--- config.mk ---
export PLATFORM = sky130hd
export DESIGN_NAME = gamepad_serial_port
export DESIGN_NICKNAME = d
export VERILOG_FILES = /design/src/rtl/gpad_pkg.sv /design/src/rtl/gpad_decode.sv /design/src/rtl/gpad_lane.sv /design/src/rtl/gamepad_serial_port.sv
export SDC_FILE = /design/constraint.sdc
export NUM_CORES = 1
export LEC_CHECK = 0
export ABC_AREA = 1
export BUFFER_PORTS_ARGS = -buffer_cell sky130_fd_sc_hd__buf_4
export CORE_MARGIN = 3
export CORE_UTILIZATION = 25
export CTS_CLUSTER_DIAMETER = 50
export DETAILED_ROUTE_END_ITERATION = 8
export SYNTH_ARGS = -nofsm -noshare
export SYNTH_HDL_FRONTEND = slang
export SYNTH_SLANG_ARGS = --single-unit
--- constraint.sdc ---
create_clock -name clk -period 2.17 [get_ports clk]
set_clock_uncertainty 0.05 [all_clocks]
set_input_delay 0 -clock clk [delete_from_list [all_inputs] [get_ports clk]]
set_output_delay 0 -clock clk [all_outputs]
set_load 0.03 [all_outputs]
--- src/rtl/gpad_pkg.sv ---
package gpad_pkg;
  localparam int PORTS = 2;

  typedef struct packed {
    logic       load;
    logic [1:0] adv;
  } gpad_ctl_t;
endpackage

--- src/rtl/gpad_decode.sv ---
module gpad_decode
  import gpad_pkg::*;
#(
  parameter int              ADDR_W      = 16,
  parameter logic [ADDR_W-1:0] STROBE_ADDR = 16'h4016,
  parameter logic [ADDR_W-1:0] PORT1_ADDR  = 16'h4017
) (
  input  logic              clk,
  input  logic              rst_n,
  input  logic [ADDR_W-1:0] addr,
  input  logic              wr_en,
  input  logic              rd_en,
  output gpad_ctl_t         ctl
);
  logic hit_strobe, hit_port1;

  assign hit_strobe = (addr == STROBE_ADDR);
  assign hit_port1  = (addr == PORT1_ADDR);

  assign ctl.load   = wr_en & hit_strobe;
  assign ctl.adv[0] = rd_en & hit_strobe;
  assign ctl.adv[1] = rd_en & hit_port1;

  // a single read never advances both controllers
  a_r4_one_port: assert property (@(posedge clk) disable iff (!rst_n)
    $onehot0(ctl.adv));
  // a write elsewhere never loads the snapshots
  a_r10_no_stray_load: assert property (@(posedge clk) disable iff (!rst_n)
    (wr_en && addr != STROBE_ADDR) |-> !ctl.load);
endmodule

--- src/rtl/gpad_lane.sv ---
module gpad_lane #(
  parameter int NB = 8,
  localparam int IW = $clog2(NB + 1)
) (
  input  logic          clk,
  input  logic          rst_n,
  input  logic [NB-1:0] live,
  input  logic          load,
  input  logic          adv,
  output logic          bit_out
);
  logic [NB-1:0] snap;
  logic [IW-1:0] idx;

  function automatic logic pick(input logic [NB-1:0] s, input logic [IW-1:0] i);
    logic [NB-1:0] sh;
    if (i >= IW'(NB)) return 1'b1;
    sh = s >> i;
    return sh[0];
  endfunction

  function automatic logic [IW-1:0] next_idx(input logic [IW-1:0] i);
    return (i >= IW'(NB)) ? i : i + 1'b1;
  endfunction

  always_ff @(posedge clk) begin
    if (!rst_n) begin
      snap <= '0;
      idx  <= '0;
    end else if (load) begin
      snap <= live;
      idx  <= '0;
    end else if (adv) begin
      idx  <= next_idx(idx);
    end
  end

  assign bit_out = pick(snap, idx);

  a_r1_load: assert property (@(posedge clk) disable iff (!rst_n)
    load |=> (idx == '0) && (snap == $past(live)));
  a_r4_step: assert property (@(posedge clk) disable iff (!rst_n)
    (adv && !load && idx < IW'(NB)) |=> idx == $past(idx) + 1'b1);
  a_r5_bound: assert property (@(posedge clk) disable iff (!rst_n)
    idx <= IW'(NB));
  a_r5_ones: assert property (@(posedge clk) disable iff (!rst_n)
    (idx == IW'(NB)) |-> bit_out);
  a_r7_hold: assert property (@(posedge clk) disable iff (!rst_n)
    !load |=> $stable(snap));
  a_r10_idle: assert property (@(posedge clk) disable iff (!rst_n)
    (!load && !adv) |=> $stable(idx));
endmodule

--- src/rtl/gamepad_serial_port.sv ---
module gamepad_serial_port
  import gpad_pkg::*;
#(
  parameter int              ADDR_W      = 16,
  parameter int              DATA_W      = 8,
  parameter int              NB          = 8,
  parameter logic [ADDR_W-1:0] STROBE_ADDR = 16'h4016,
  parameter logic [ADDR_W-1:0] PORT1_ADDR  = 16'h4017
) (
  input  logic              clk,
  input  logic              rst_n,
  input  logic [ADDR_W-1:0] addr,
  input  logic              wr_en,
  input  logic              rd_en,
  input  logic [NB-1:0]     pad0_buttons,
  input  logic [NB-1:0]     pad1_buttons,
  output logic [DATA_W-1:0] rd_data
);
  gpad_ctl_t     ctl;
  logic [NB-1:0] live [PORTS];
  logic [PORTS-1:0] lane_bit;

  assign live[0] = pad0_buttons;
  assign live[1] = pad1_buttons;

  gpad_decode #(
    .ADDR_W(ADDR_W), .STROBE_ADDR(STROBE_ADDR), .PORT1_ADDR(PORT1_ADDR)
  ) u_dec (
    .clk(clk), .rst_n(rst_n), .addr(addr), .wr_en(wr_en), .rd_en(rd_en), .ctl(ctl)
  );

  for (genvar p = 0; p < PORTS; p++) begin : g_lane
    gpad_lane #(.NB(NB)) u_lane (
      .clk(clk), .rst_n(rst_n), .live(live[p]),
      .load(ctl.load), .adv(ctl.adv[p]), .bit_out(lane_bit[p])
    );
  end

  always_comb begin
    rd_data = '0;
    if (ctl.adv[0])      rd_data[0] = lane_bit[0];
    else if (ctl.adv[1]) rd_data[0] = lane_bit[1];
  end

  a_r6_upper_zero: assert property (@(posedge clk) disable iff (!rst_n)
    rd_data[DATA_W-1:1] == '0);
  a_r6_idle_zero: assert property (@(posedge clk) disable iff (!rst_n)
    (ctl.adv == '0) |-> rd_data == '0);
endmodule

==> results.md, run 1 <==
* Result of the run: completed
* Final core utilization at 0.367
* Total global routing overflow at 0
* TritonCTS clock tree: done
* Starting density of the core at 0.267
* Arrival time of data at the critical path endpoint at 1.53 ns
* Biggest area consumer among synthesized cells: dfxtp_1
* Most common cell after layout, fill and taps aside: nand2_1
* Leading cell types in the layout, fill and taps excluded: 58 x nand2_1, 36 x buf_4, 34 x nand3_1, 24 x inv_1, 24 x dfxtp_1
* Synth top area share at 0.344
* Post-DR vias/cell at 4.24
* Count of final setup violators at 0
* Clock-pin slew on the worst setup and hold paths at 0.09 ns
* Cell count after synthesis at 213
* Endpoint class of the critical path: output pin
* Category of the critical setup timing path: flop to output pin
* IO Count at 44
* Core region area at 0.00524 mm^2
* Leading cell types by total area after synthesis: dfxtp_1 34%, nand2_1 16%, nand3_1 12%, a21oi_1 7.9%, inv_1 6.5%
* Syn avg cell area at 6.56 um^2
* Final critical-path share of the clock period at 0.726
* Met3 routing resource usage after global routing at 0.0200
* H-tree depth at 1
* Data required time at the worst endpoint at 2.12 ns
* Setup TNS at 0 ns
* Kind of launch point of the worst setup path: flop
* Post-detailed-route DRC marker count at 0
* GR met1 Demand/Resource at 0.149
* DRC violation total after the first TritonRoute iteration at 63
* Fmax at 635 MHz
* Total iterations of the first detailed-routing run at 6
* Worst hold path class: input port to flop
* Highest fanout seen on the critical path at 7
* Busiest metal layer after global routing: met1
* Number of fill cells at 568
* Final worst slack at 0.595 ns
* Synthesis-to-layout area growth at 37.8%
* Number of clock buffers inserted by TritonCTS at 3
* Placement-stage worst setup slack at 0.749 ns
* Routed wire per std cell at 9.71 um
* Aggregate routed wire length at 3.25 mm
* Setup bufs post-CTS at 0
* Yosys Warn Count at 0
* Pin count of the biggest net entering global routing at 20
* Antenna violations before repair at 0
* Die Outline Area at 0.00652 mm^2
* Cell Rows at 26
* Die span in y at 80.7 um
* Final number of max-transition violations at 0
* Final weighted congestion in routability-driven placement at 0.852
* Detailed placement HPWL at 2.38 mm
* Number of global-route vias before repair at 1223
* Leakage power at 0.000844 uW
* Share of cells above drive strength 1 at 0.177
* IR Drop Worst-Case VDD at 0.291 mV
* Number of distinct library cell variants in the gate-level netlist after synthesis at 20
* Latest clock arrival within the worst-skew pair at 0.27 ns
* Die X-Extent at 80.7 um
* GRT Resource Usage Total at 0.101
* Number of diodes at 0
* Via Count at 1420
* Final total power at 873 uW
* Antenna Nets Post-Route at 0
* Buffer levels on the longest clock path at 2
* Mapped cell area at 0.00140 mm^2
* Crit path time final at 1.58 ns
* Final number of hold-violating endpoints at 0
* RSZ-0062 raised after global routing: false
* Count of input and output buffers at 36
* Number of clock sinks seen by CTS at 24
* Final-stage net count at 306
* Global-route wire length before repair at 5.29 mm
* Post-Layout Cell Count at 335
* Root buf cell: clkbuf_8
* Met2 Use GR at 0.146
* Seq/Total Area, Yosys at 0.344
* Count of max-cap constraint violations at 0
* Flops & latches, synth at 24
* Dpl cells at 313
* Power density of the placed cells at 454 mW/mm^2
[logic make-up (layout without fill, tap and decap cells)]
logic type                 after synthesis  in the layout  synth area share
buffers and inverters                   37             83             0.130
AOI/OAI and AO/OA                       22             22            0.0789
adders and majority gates                4              4            0.0358
DFF                                     24             24             0.344
other                                    1              7           0.00269
xor gates and xnor gates                 1              1           0.00627
and+or+nand+nor                        124            124             0.402
[through the flow]
stage                     cell area, um^2  hold slack [ns]
final                                1920           0.0558
after global routing                 1920           0.0684
after CTS                            1920           0.0500
after detailed placement             1690            0.237
after global placement               1690            0.236
after floorplan                      1420            0.101
[worst paths after layout]
| check | startpoint | to | slack (ns) | depth (start not counted) |
|---|---|---|---|---|
| worst min-delay path | wr_en | g_lane[0].u_lane.snap[5] | 0.06 | 3 |
| worst max register to register | g_lane[0].u_lane.idx[0] | g_lane[0].u_lane.idx[1] | 0.84 | 6 |
| worst min register to register | g_lane[0].u_lane.snap[4] | g_lane[0].u_lane.snap[4] | 0.42 | 2 |
| worst max-delay path | g_lane[1].u_lane.idx[0] | rd_data[0] | 0.59 | 8 |
[cells in the mapped netlist]
master	n
a21oi_1	22
buf_2	1
buf_4	7
buf_6	2
clkbuf_1	2
conb_1	1
dfxtp_1	24
ha_1	4
inv_1	24
inv_2	1
nand2_1	58
nand2_2	2
nand2_4	2
nand3_1	34
nand4_1	5
nor2_1	19
nor2_2	1
nor2_8	1
nor3_1	2
xor2_1	1
[report_power, final]
| part | internal, uW | leakage, uW | total [uW] | switching, uW |
|---|---|---|---|---|
| Sequential | 440 | 0.000193 | 440 | 0.00303 |
| Clock | 162 | 0.0000288 | 310 | 148 |
| Combinational | 68.1 | 0.000622 | 123 | 55.3 |
| Total | 670 | 0.000844 | 873 | 203 |
[worst max-delay path, cell delays in order (launching register included)]
cell     delay [ns]
dfxtp_1        0.46
inv_1          0.18
nand2_1        0.09
nand3_1        0.06
nand3_1        0.09
nand3_1        0.08
nand2_1        0.07
nand2_1        0.06
buf_4          0.16
[timing repair]
item	CTS	global route
hold endpoints to repair	21	0
gates resized for setup	0	0
hold buffers	18	0
[registers in the layout, indices dropped and copies added, names as in the netlist]
signal,flops
g_lane.u_lane.snap,16
g_lane.u_lane.idx,8
[per-layer routing]
layer	share of wire	vias up	wire, um
met5	0	-	0
met2	0.38	54	1240
met3	0.095	5	310
met4	0.013	0	43
li1	-	766	-
met1	0.51	595	1660
[layout make-up]
type,count,area (um^2),area share
well taps,70,87.6,0.0455
clock buffers,4,55.1,0.0286
inverters,25,93.8,0.0488
repair buffers,54,450,0.234
multi-input cells,158,757,0.393
flip-flops and latches,24,480,0.250
(Power assumes the default switching activity.)
==> inputs of run 2 (changes only) <==
- ABC_AREA: 1 -> 0
- clock period: 2.17 -> 1.6 ns (I/O delays scaled with it)
==> run 2 against run 1 <==
Compared with the run above:
- the run now ends with setup timing left
- sequential power up 35%
- register-to-register slack worse by 0.74 ns
- flip-flop and latch count unchanged
- synthesized cell count down 31%
- final cell count down 18%
- clock power up 16%
- routed wire length up 6.9%
- combinational power up 41%
- utilization up 4.3 points
- critical path type unchanged
- largest cell class unchanged
==> results.md, run 2 <==
* Result of the run: finished, violations left
* Violated checks: setup timing
* Number of clock sinks seen by CTS at 24 (unchanged)
* Pin count of the biggest net entering global routing at 18 (-10%)
* Fmax at 541 MHz
* Reg with most FFs: g_lane.u_lane.snap
* Final weighted congestion in routability-driven placement at 0.814 (-4.5%)
* Final worst slack at -0.248 ns (-0.843 ns)
* Worst-case headroom to the max-slew limit at 0.528
* Syn avg cell area at 9.02 um^2 (+38%)
* Root buf cell: clkbuf_8
* Buffer levels on the longest clock path at 2 (unchanged)
* Capture point of the worst reg-to-reg path: g_lane[1].u_lane.idx[1]
* Starting density of the core at 0.268 (+0.00142)
* Final core utilization at 0.411 (+0.0433)
* Cell count after synthesis at 146 (-31%)
* TritonCTS clock tree: done
* Endpoint class of the critical path: output pin
* Count of cells along the worst register-to-register path at 5 (-1)
* Setup slack of the worst register-to-register path at 0.10 ns (-0.74 ns)
* Most common cell after layout, fill and taps aside: buf_4
* Flops & latches, synth at 24 (unchanged)
* Category of the critical setup timing path: flop to output pin
* Yosys Warn Count at 0 (unchanged)
* Footprint of the multi-input gates at 796 um^2 (+5.1%)
* Die Outline Area at 0.00617 mm^2 (-5.3%)
* Count of flip-flops with a built-in enable after synthesis at 0 (unchanged)
* Arrival time of data at the critical path endpoint at 1.80 ns (+0.27 ns)
* Seq/Total Area, Yosys at 0.365 (+0.0209)
* Number of global-route vias before repair at 1303 (+6.5%)
* Internal power component at 864 uW (+29%)
* Buffers plus inverters on the worst setup path at 2 (unchanged)
* Leading cell types in the layout, fill and taps excluded: 44 x buf_4, 22 x dfxtp_1, 17 x nand3_1, 16 x dlygate4sd3_1, 14 x o21ai_1
* Synth top cells by count: 24 x dfxtp_1, 20 x o21ai_0, 17 x nand3_1
* Die X-Extent at 78.6 um (-2.7%)
* Number of fill cells at 495 (-13%)
* Leakage power at 0.000738 uW (-13%)
* Power density of the placed cells at 559 mW/mm^2 (+23%)
* Regs by FF count: g_lane.u_lane.snap: 16 flops, g_lane.u_lane.idx: 8 flops
* Synth top area share at 0.365 (+0.0209)
* Register share of total power at 0.527 (+0.023)
* Total iterations of the first detailed-routing run at 4 (-2)
* Main flop type after synthesis: dfxtp_1
* Aggregate routed wire length at 3.48 mm (+6.9%)
* Kind of launch point of the worst setup path: flop
* Final critical-path share of the clock period at 1.16
* Number of clock buffers inserted by TritonCTS at 3 (unchanged)
* Worst-path cell with the longest stage delay: mux4_2
* Total global routing overflow at 0 (unchanged)
* Detailed placement HPWL at 2.56 mm (+7.8%)
* Share of cells above drive strength 1 at 0.354 (+0.177)
* Via Count at 1285 (-9.5%)
* DRC violation total after the first TritonRoute iteration at 45 (-29%)
* Share of total power in combinational logic at 0.154 (+0.013)
* Worst reg2reg startpoint: g_lane[1].u_lane.idx[1]
* Antenna Nets Post-Route at 0 (unchanged)
* Combined flip-flop and latch cell area at 485 um^2 (+1.0%)
* Post-DR vias/cell at 4.66 (+9.8%)
* Post-Layout Cell Count at 276 (-18%)
* Number of cells on the critical path at 6 (-2)
* Die span in y at 78.6 um (-2.7%)
* Smallest hold slack at 0.0193 ns (-0.0364 ns)
* H-tree depth at 1 (unchanged)
* Last element of the critical path: rd_data[0]
* Clock share of power at 0.319 (-0.036)
* RSZ-0062 raised after global routing: true
* Count of input and output buffers at 36 (unchanged)
* Crit path time final at 1.85 ns
* Routed wire per std cell at 12.6 um (+30%)
* Biggest area consumer among synthesized cells: dfxtp_1
* Most frequent cell after synthesis: dfxtp_1
* Post-detailed-route DRC marker count at 0 (unchanged)
* Delay of the slowest cell on the worst path at 0.49 ns (+0.03 ns)
* Highest fanout seen on the critical path at 3 (-4)
* Core region area at 0.00491 mm^2 (-6.2%)
* Final number of hold-violating endpoints at 0 (unchanged)
* Final number of max-transition violations at 0 (unchanged)
* Cell family with the largest share of critical-path delay: multiplexers
* Final-stage net count at 251 (-18%)
* Data required time at the worst endpoint at 1.55 ns (-0.57 ns)
* Cells along the critical path: mux4_2, and2_1, a211oi_2, buf_4, o32ai_4, buf_6
* GRT Resource Usage Total at 0.116 (+0.0147)
* Fraction of registers with async set/reset at 0 (unchanged)
* Origin of the worst setup path: g_lane[0].u_lane.idx[1]
* Global-route wire length before repair at 5.84 mm (+10%)
* Number of distinct library cell variants in the gate-level netlist after synthesis at 33 (+65%)
* Fraction of power spent switching nets at 0.234 (+0.00197)
* Leading cell types by total area after synthesis: dfxtp_1 37%, a21boi_0 9.1%, o21ai_0 7.6%, mux4_2 6.8%, nand3_1 6.5%
* Synthesis-to-layout area growth at 53.2%
* IR Drop Worst-Case VDD at 0.375 mV (+29%)
* Number of diodes at 0 (unchanged)
* Transition time at the pin with the least slew margin at 0.707 ns
* NetSw at 264 uW (+30%)
* Count of max-cap constraint violations at 0 (unchanged)
* Mapped cell area at 0.00132 mm^2 (-5.7%)
* Max reg flops at 16 (unchanged)
* Setup TNS at -0.970 ns (-0.970 ns)
* Clock-pin slew on the worst setup and hold paths at 0.08 ns (about the same)
* Cell Rows at 25 (-3.8%)
* IO Count at 44 (unchanged)
* Antenna violations before repair at 0 (unchanged)
* Latest clock arrival within the worst-skew pair at 0.27 ns (about the same)
* Count of final setup violators at 9 (+9)
* Dpl cells at 255 (-19%)
* Worst hold path class: input port to flop
run 2: changes by cell type after synthesis, moves of 15 or more:
cell / change
a21boi_0: +16
a21oi_1: -15
nand3_1: -17
nand2_1: -55
inv_1: -19
nor2_1: -18
o21ai_0: +20
run 2: timing repair:
item / 4_1_cts / 5_1_grt
hold buffers: 15 / 1
pin swaps: 1 / 4
hold endpoints to repair: 15 / 1
buffers inserted: 0 / 2
gates resized for setup: 4 / 41
endpoints found under the setup margin: 1 / 8
run 2: cell families after synthesis:
group | after synthesis | share of synthesized area
other cells | 1 | 0.00285
flops | 24 | 0.365
compound gates | 49 | 0.229
mux | 4 | 0.0684
fa+ha+maj | 4 | 0.0380
buf+inv | 20 | 0.0846
simple gates | 44 | 0.212
run 2: worst register-to-register path: cells and delay by family (launching register included):
kind / cells / cell delay, ns
and+or+nand+nor: 1 / 0.44
DFF: 1 / 0.38
adders and majority gates: 1 / 0.27
buffers and inverters: 2 / 0.18
AOI/OAI and AO/OA: 1 / 0.13
run 2: power groups by stage:
stage	Combinational (uW)	Clock [uW]	Sequential, uW
2_1_floorplan	66.0	0	611
3_3_place_gp	134	0	611
3_5_place_dp	136	0	611
4_1_cts	166	365	597
5_1_grt	188	393	595
6_report	173	360	595
run 2: cell type report:
| type | count | share of cell area |
|---|---|---|
| Inverter | 5 | 0.00931 |
| Timing Repair Buffer | 69 | 0.293 |
| Tap cell | 67 | 0.0416 |
| Multi-Input combinational cell | 108 | 0.395 |
| Clock buffer | 3 | 0.0205 |
| Sequential cell | 24 | 0.241 |
run 2: how the worst min path moves through the flow:
stage / startpoint / end / slack (ns) / cells past startpoint
final: rst_n / g_lane[1].u_lane.snap[6] / 0.02 / 2
after detailed placement: pad0_buttons[2] / g_lane[0].u_lane.snap[2] / 0.23 / 3
after global routing: rst_n / g_lane[1].u_lane.snap[5] / 0.02 / 2
after global placement: pad1_buttons[5] / g_lane[1].u_lane.snap[5] / 0.23 / 3
after CTS: pad0_buttons[6] / g_lane[0].u_lane.snap[6] / 0.003 / 3
after floorplan: rst_n / g_lane[0].u_lane.snap[6] / 0.10 / 1
run 2: through the flow:
step                instance area, um^2  setup slack (ns)  total power (uW)
floorplan                          1360           -0.0934               677
global placement                   1730            -0.259               745
detailed placement                 1730            -0.268               747
CTS                                1940            -0.296              1130
global route                       2020            -0.334              1180
finish                             2020            -0.248              1130
run 2: per-layer routing:
layer | global-route usage | wire (um)
met5 | 0 | 0
met4 | 0.0315 | 49
met3 | 0.0195 | 142
met2 | 0.195 | 1720
met1 | 0.152 | 1570
